===== src/rtl/sdot_pkg.sv =====
package sdot_pkg;
  localparam int unsigned DEF_ELEM_W  = 8;
  localparam int unsigned DEF_GRP_LEN = 8;
  localparam int unsigned DEF_OUT_W   = 32;

  // Width that holds GRP_LEN exact products of two signed ELEM_W values
  function automatic int unsigned acc_width(input int unsigned ew, input int unsigned gl);
    return 2 * ew + $clog2(gl);
  endfunction
endpackage


===== src/rtl/sdot_mac.sv =====
module sdot_mac #(
  parameter int unsigned ELEM_W = 8,
  parameter int unsigned ACC_W  = 19
) (
  input  logic                     clk,
  input  logic                     rst,
  input  logic                     take,
  input  logic                     close,
  input  logic signed [ELEM_W-1:0] op_a,
  input  logic signed [ELEM_W-1:0] op_b,
  output logic signed [ACC_W-1:0]  sum_now
);
  localparam int unsigned PROD_W = 2 * ELEM_W;

  logic signed [PROD_W-1:0] prod;
  logic signed [ACC_W-1:0]  prod_ext;
  logic signed [ACC_W-1:0]  acc_q;

  assign prod     = op_a * op_b;
  assign prod_ext = {{(ACC_W - PROD_W){prod[PROD_W-1]}}, prod};
  assign sum_now  = acc_q + prod_ext;

  // Closing a group reloads zero so the next group may start on the next edge
  always_ff @(posedge clk) begin
    if (rst) begin
      acc_q <= '0;
    end else if (take) begin
      acc_q <= close ? '0 : sum_now;
    end
  end
endmodule


===== src/rtl/sdot_hold.sv =====
module sdot_hold #(
  parameter int unsigned ACC_W = 19
) (
  input  logic                    clk,
  input  logic                    rst,
  input  logic                    load,
  input  logic signed [ACC_W-1:0] sum_in,
  output logic                    hold_vld,
  output logic signed [ACC_W-1:0] hold_sum
);
  always_ff @(posedge clk) begin
    if (rst) begin
      hold_vld <= 1'b0;
      hold_sum <= '0;
    end else begin
      hold_vld <= load;
      if (load) begin
        hold_sum <= sum_in;
      end
    end
  end
endmodule


===== src/rtl/sdot_outreg.sv =====
module sdot_outreg #(
  parameter int unsigned ACC_W = 19,
  parameter int unsigned OUT_W = 32
) (
  input  logic                    clk,
  input  logic                    rst,
  input  logic                    src_vld,
  input  logic signed [ACC_W-1:0] src_sum,
  output logic                    out_vld,
  output logic [OUT_W-1:0]        out_data
);
  logic [OUT_W-1:0] wide;

  generate
    if (OUT_W > ACC_W) begin : g_ext
      assign wide = {{(OUT_W - ACC_W){src_sum[ACC_W-1]}}, src_sum};
    end else begin : g_same
      assign wide = src_sum;
    end
  endgenerate

  always_ff @(posedge clk) begin
    if (rst) begin
      out_vld  <= 1'b0;
      out_data <= '0;
    end else begin
      out_vld  <= src_vld;
      out_data <= src_vld ? wide : '0;
    end
  end


  idle_zero_chk: assert property (@(posedge clk) disable iff (rst)
    !out_vld |-> (out_data == '0));

  generate
    if (OUT_W > ACC_W) begin : g_sx_chk

      sign_ext_chk: assert property (@(posedge clk) disable iff (rst)
        out_vld |-> ((&out_data[OUT_W-1:ACC_W-1]) || !(|out_data[OUT_W-1:ACC_W-1])));
    end
  endgenerate
endmodule


===== src/rtl/sdot8_engine.sv =====
module sdot8_engine #(
  parameter int unsigned ELEM_W  = sdot_pkg::DEF_ELEM_W,
  parameter int unsigned GRP_LEN = sdot_pkg::DEF_GRP_LEN,
  parameter int unsigned OUT_W   = sdot_pkg::DEF_OUT_W
) (
  input  logic              clk,
  input  logic              rst,
  input  logic              elem_vld,
  input  logic [ELEM_W-1:0] elem_a,
  input  logic [ELEM_W-1:0] elem_b,
  input  logic              grp_end,
  output logic              dot_vld,
  output logic [OUT_W-1:0]  dot_out
);
  localparam int unsigned ACC_W = sdot_pkg::acc_width(ELEM_W, GRP_LEN);
  localparam int unsigned POS_W = $clog2(GRP_LEN);
  localparam logic [POS_W-1:0] LAST_POS = POS_W'(GRP_LEN - 1);

  logic                    take;
  logic                    close;
  logic signed [ACC_W-1:0] sum_now;
  logic                    hold_vld;
  logic signed [ACC_W-1:0] hold_sum;
  logic [POS_W-1:0]        pos_q;

  assign take  = elem_vld & ~rst;
  assign close = take & grp_end;

  sdot_mac #(.ELEM_W(ELEM_W), .ACC_W(ACC_W)) u_mac (
    .clk     (clk),
    .rst     (rst),
    .take    (take),
    .close   (close),
    .op_a    (elem_a),
    .op_b    (elem_b),
    .sum_now (sum_now)
  );

  sdot_hold #(.ACC_W(ACC_W)) u_hold (
    .clk      (clk),
    .rst      (rst),
    .load     (close),
    .sum_in   (sum_now),
    .hold_vld (hold_vld),
    .hold_sum (hold_sum)
  );

  sdot_outreg #(.ACC_W(ACC_W), .OUT_W(OUT_W)) u_out (
    .clk      (clk),
    .rst      (rst),
    .src_vld  (hold_vld),
    .src_sum  (hold_sum),
    .out_vld  (dot_vld),
    .out_data (dot_out)
  );

  // Element position inside the current group, kept for the group-length check
  always_ff @(posedge clk) begin
    if (rst) begin
      pos_q <= '0;
    end else if (take) begin
      pos_q <= close ? '0 : pos_q + 1'b1;
    end
  end


  grp_len_chk: assert property (@(posedge clk) disable iff (rst)
    close |-> (pos_q == LAST_POS));


  latency_chk: assert property (@(posedge clk) disable iff (rst)
    ($past(close, 2) && !$past(rst)) |-> dot_vld);


  no_early_chk: assert property (@(posedge clk) disable iff (rst)
    dot_vld |-> $past(close, 2));


  one_pulse_chk: assert property (@(posedge clk) disable iff (rst)
    dot_vld |=> !dot_vld);


  rst_cancel_chk: assert property (@(posedge clk) disable iff (rst)
    $past(rst) |-> (!dot_vld && (dot_out == '0)));
endmodule


===== config.mk =====
export PLATFORM = sky130hd
export DESIGN_NAME = sdot8_engine
export DESIGN_NICKNAME = d
export VERILOG_FILES = /design/src/rtl/sdot_pkg.sv /design/src/rtl/sdot_mac.sv /design/src/rtl/sdot_hold.sv /design/src/rtl/sdot_outreg.sv /design/src/rtl/sdot8_engine.sv
export SDC_FILE = /design/constraint.sdc
export NUM_CORES = 1
export LEC_CHECK = 0
export ABC_CLOCK_PERIOD_IN_PS = 5300
export BUFFER_PORTS_ARGS = -buffer_cell sky130_fd_sc_hd__buf_2
export CAP_MARGIN = 10
export CORE_MARGIN = 2
export CORE_UTILIZATION = 55
export DETAILED_ROUTE_END_ITERATION = 12
export PLACE_DENSITY = 0.89
export SLEW_MARGIN = 40
export SYNTH_ARGS = -nofsm -noshare
export SYNTH_HDL_FRONTEND = slang
export SYNTH_SLANG_ARGS = --single-unit

===== constraint.sdc =====
create_clock -name clk -period 5.3 [get_ports clk]
set_input_delay 0.53 -clock clk [delete_from_list [all_inputs] [get_ports clk]]
set_output_delay 0.53 -clock clk [all_outputs]
set_load 0.05 [all_outputs]

==> metrics <==
status completed; r2r startpoint u_mac.acc_q[6]; Post-synth EDFFs 0; Synth top area share 30.61%; HPWL after DPL 9.136 mm; CTS buffer count 9; CTS tree done; routability cong. 0.8594; f_max 197.3 MHz; Chip Width 103.9 um; number of vias per cell 5.348; layout cells sized above 1 13.69%; Hold Crit Class flip-flop to flip-flop; crit path from elem_b[0]; # fillers 737; pins over their slew limit 0; Worst-Skew Late Latency 0.33 ns; Power Total 4.165 mW; Initial Utilization 56.47%; GRT Total Usage 22.51%; leakage power 3.005 nW; crit path to u_mac.acc_q[17]; Crit Path Class input pin to flip-flop; DRC viols 0; Hold WS 0.4504 ns; CTS clk-pin slew, worst paths 0.06 ns; final std cells w/o fill 761; ANT nets after route 0; main combinational cell family by area after synthesis adder cells; complex-gate fraction of the synthesized area 8.335%; most common cell in the netlist inv_1; Syn Area/Cell 9.472 um2; final wirelength 11.25 mm; Worst-Margin Slew 0.7278 ns; Post-synth top cells 88 x inv_1, 84 x fa_1, 60 x nand2_1; first-pass GRT wire length 19.62 mm; simple-gate area share of the yosys netlist 17.81%; H-tree depth 3; Primary FF master, synth dfxtp_1; Tcrit/Tclk final 95.65%; Worst Path Required 5.56 ns; vias in the first global route 4,455; Reg2Reg Depth 16; IO buf count 52; Max-Cap Viols 0; Synth cell types 45; sequential fraction of the synthesis area 21.50%; Period minus WS final 5.069 ns; CTS max path bufs 2; mapped cell area 0.005494 mm2; slew margin rel. 51.42%; largest area contributor in the synthesized netlist fa_1; main area contributors after synthesis fa_1 31%, dfxtp_1 21%, ha_1 10%; Die ar. 0.01080 mm2; Synth Area in Adders 40.63%; VDD IR-drop max 482.9 uV; Critical Path Start Type input pin; Initial DRC Count 252; Worst EP arrival 5.33 ns; Ys Warns 0; Synth Area in XOR/XNOR 2.551%; mux cell area share after synthesis 0.2050%; Placed Instances 745; Reg area 0.001181 mm2; DR vias 4,070; nature of the critical path endpoint flip-flop; post-synthesis net count 728; Site Rows 36; r2r setup slk 0.44 ns; largest net degree at the start of global routing 43; area grow syn2layout 11.14%; # IOs 53; initial antenna violation count 0; nets 771; Final Hold Viols 0; Die Height 103.9 um; Pre-antenna DRT Iters 4; RSZ-0062 raised after global routing false; core area 0.009729 mm2; flops & latches, synth 59; Synth Instances 580; CTS sink count 59; setup_tns 0 ns; area of the multi-input gates 0.003824 mm2; final setup fails 0; GR Overflow Total 0; FF-to-FF End u_mac.acc_q[17]; Power Density 682.1 mW/mm2; Fin Clk Skew 0.006050 ns; Diodes inserted 0; root buffer cell clkbuf_8; WL/cell 14.78 um; pre-CTS setup slack -0.1637 ns; crit path max fanout 8; fin worst setup slack 0.2305 ns; Async SR Flop Fraction 0%
registers in the layout (all words and copies together), names as in the netlist:
| register | cells |
|---|---|
| u_hold.hold_sum | 19 |
| u_hold.hold_vld | 1 |
| u_mac.acc_q | 19 |
| u_out.out_data | 19 |
| u_out.out_vld | 1 |
logic make-up (layout without fill, tap and decap cells):
logic type      after synthesis  in the layout
flops                        59             59
fa+ha+maj                   128            128
mux                           1              1
buf+inv                     118            166
simple gates                190            190
xor+xnor                     16             16
compound gates               68             68
worst max-delay path, cell delays in order:
cell and delay (ns):
buf_2 0.17, and2_1 0.22, inv_1 0.08, fa_1 0.48, inv_1 0.06, fa_1 0.52
fa_1 0.44, fa_1 0.58, fa_1 0.43, ha_1 0.37, a21o_1 0.19, a2bb2oi_1 0.35
o211ai_1 0.18, a221oi_2 0.31, mux2_1 0.36, o21ai_1 0.07
stage by stage:
step / utilization, % / instance area, um2
6_report: 62.76 / 6106
5_1_grt: 62.76 / 6106
4_1_cts: 62.72 / 6102
3_5_place_dp: 60.04 / 5842
3_3_place_gp: 60.04 / 5842
2_1_floorplan: - / 5494
routing by layer:
| layer | GRT usage, % | share of wire, % | vias to the layer above |
|---|---|---|---|
| li1 | - | - | 1899 |
| met1 | 24.57 | 36 | 2010 |
| met2 | 40.79 | 55 | 118 |
| met3 | 5.326 | 4.0 | 43 |
| met4 | 11.10 | 4.8 | 0 |
| met5 | 0 | 0 | - |
cell usage in the layout (no fill, tap or decap), drive strengths merged, types with 10 or more instances in the layout:
cell type / netlist / routed
a21oi: 21 / 21
and2: 53 / 53
buf: 15 / 61
clkbuf: 14 / 12
dfxtp: 59 / 59
fa: 84 / 84
ha: 44 / 44
inv: 88 / 88
nand2: 60 / 60
nand3: 10 / 10
nand3b: 18 / 18
nor2: 29 / 29
o21ai: 16 / 16
how the worst min path moves through the flow:
stage                                   from                  to  slack, ns  cells past startpoint
after detailed placement  u_hold.hold_sum[0]   u_out.out_data[0]       0.44                      1
after global placement    u_hold.hold_sum[1]   u_out.out_data[1]       0.44                      1
after floorplan           u_hold.hold_sum[0]   u_out.out_data[0]       0.43                      1
final                     u_hold.hold_sum[0]   u_out.out_data[0]       0.45                      1
after CTS                 u_hold.hold_sum[0]  u_hold.hold_sum[0]       0.45                      2
after global routing      u_hold.hold_sum[0]   u_out.out_data[0]       0.46                      1
power by group:
| group | internal (mW) | switching [mW] |
|---|---|---|
| Sequential | 0.517 | 0.0477 |
| Clock | 0.350 | 0.169 |
| Combinational | 1.38 | 1.70 |
| Total | 2.25 | 1.91 |
cell type report:
| cell class | instances | share of cell area [%] |
|---|---|---|
| clock buffer | 12 | 2.705 |
| timing repair buffer | 61 | 5.574 |
| clock inverter | 4 | 1.557 |
| tap | 133 | 2.725 |
| multi-input combinational | 403 | 62.62 |
| sequential | 59 | 19.34 |
| inverter | 89 | 5.471 |
what timing repair did:
action | CTS | global route
resized for setup | 0 | 1
setup endpoints to repair | 0 | 4
hold buffers | 0 | 0
buffers inserted | 0 | 0
No activity file was read; power rests on OpenSTA's default activity.
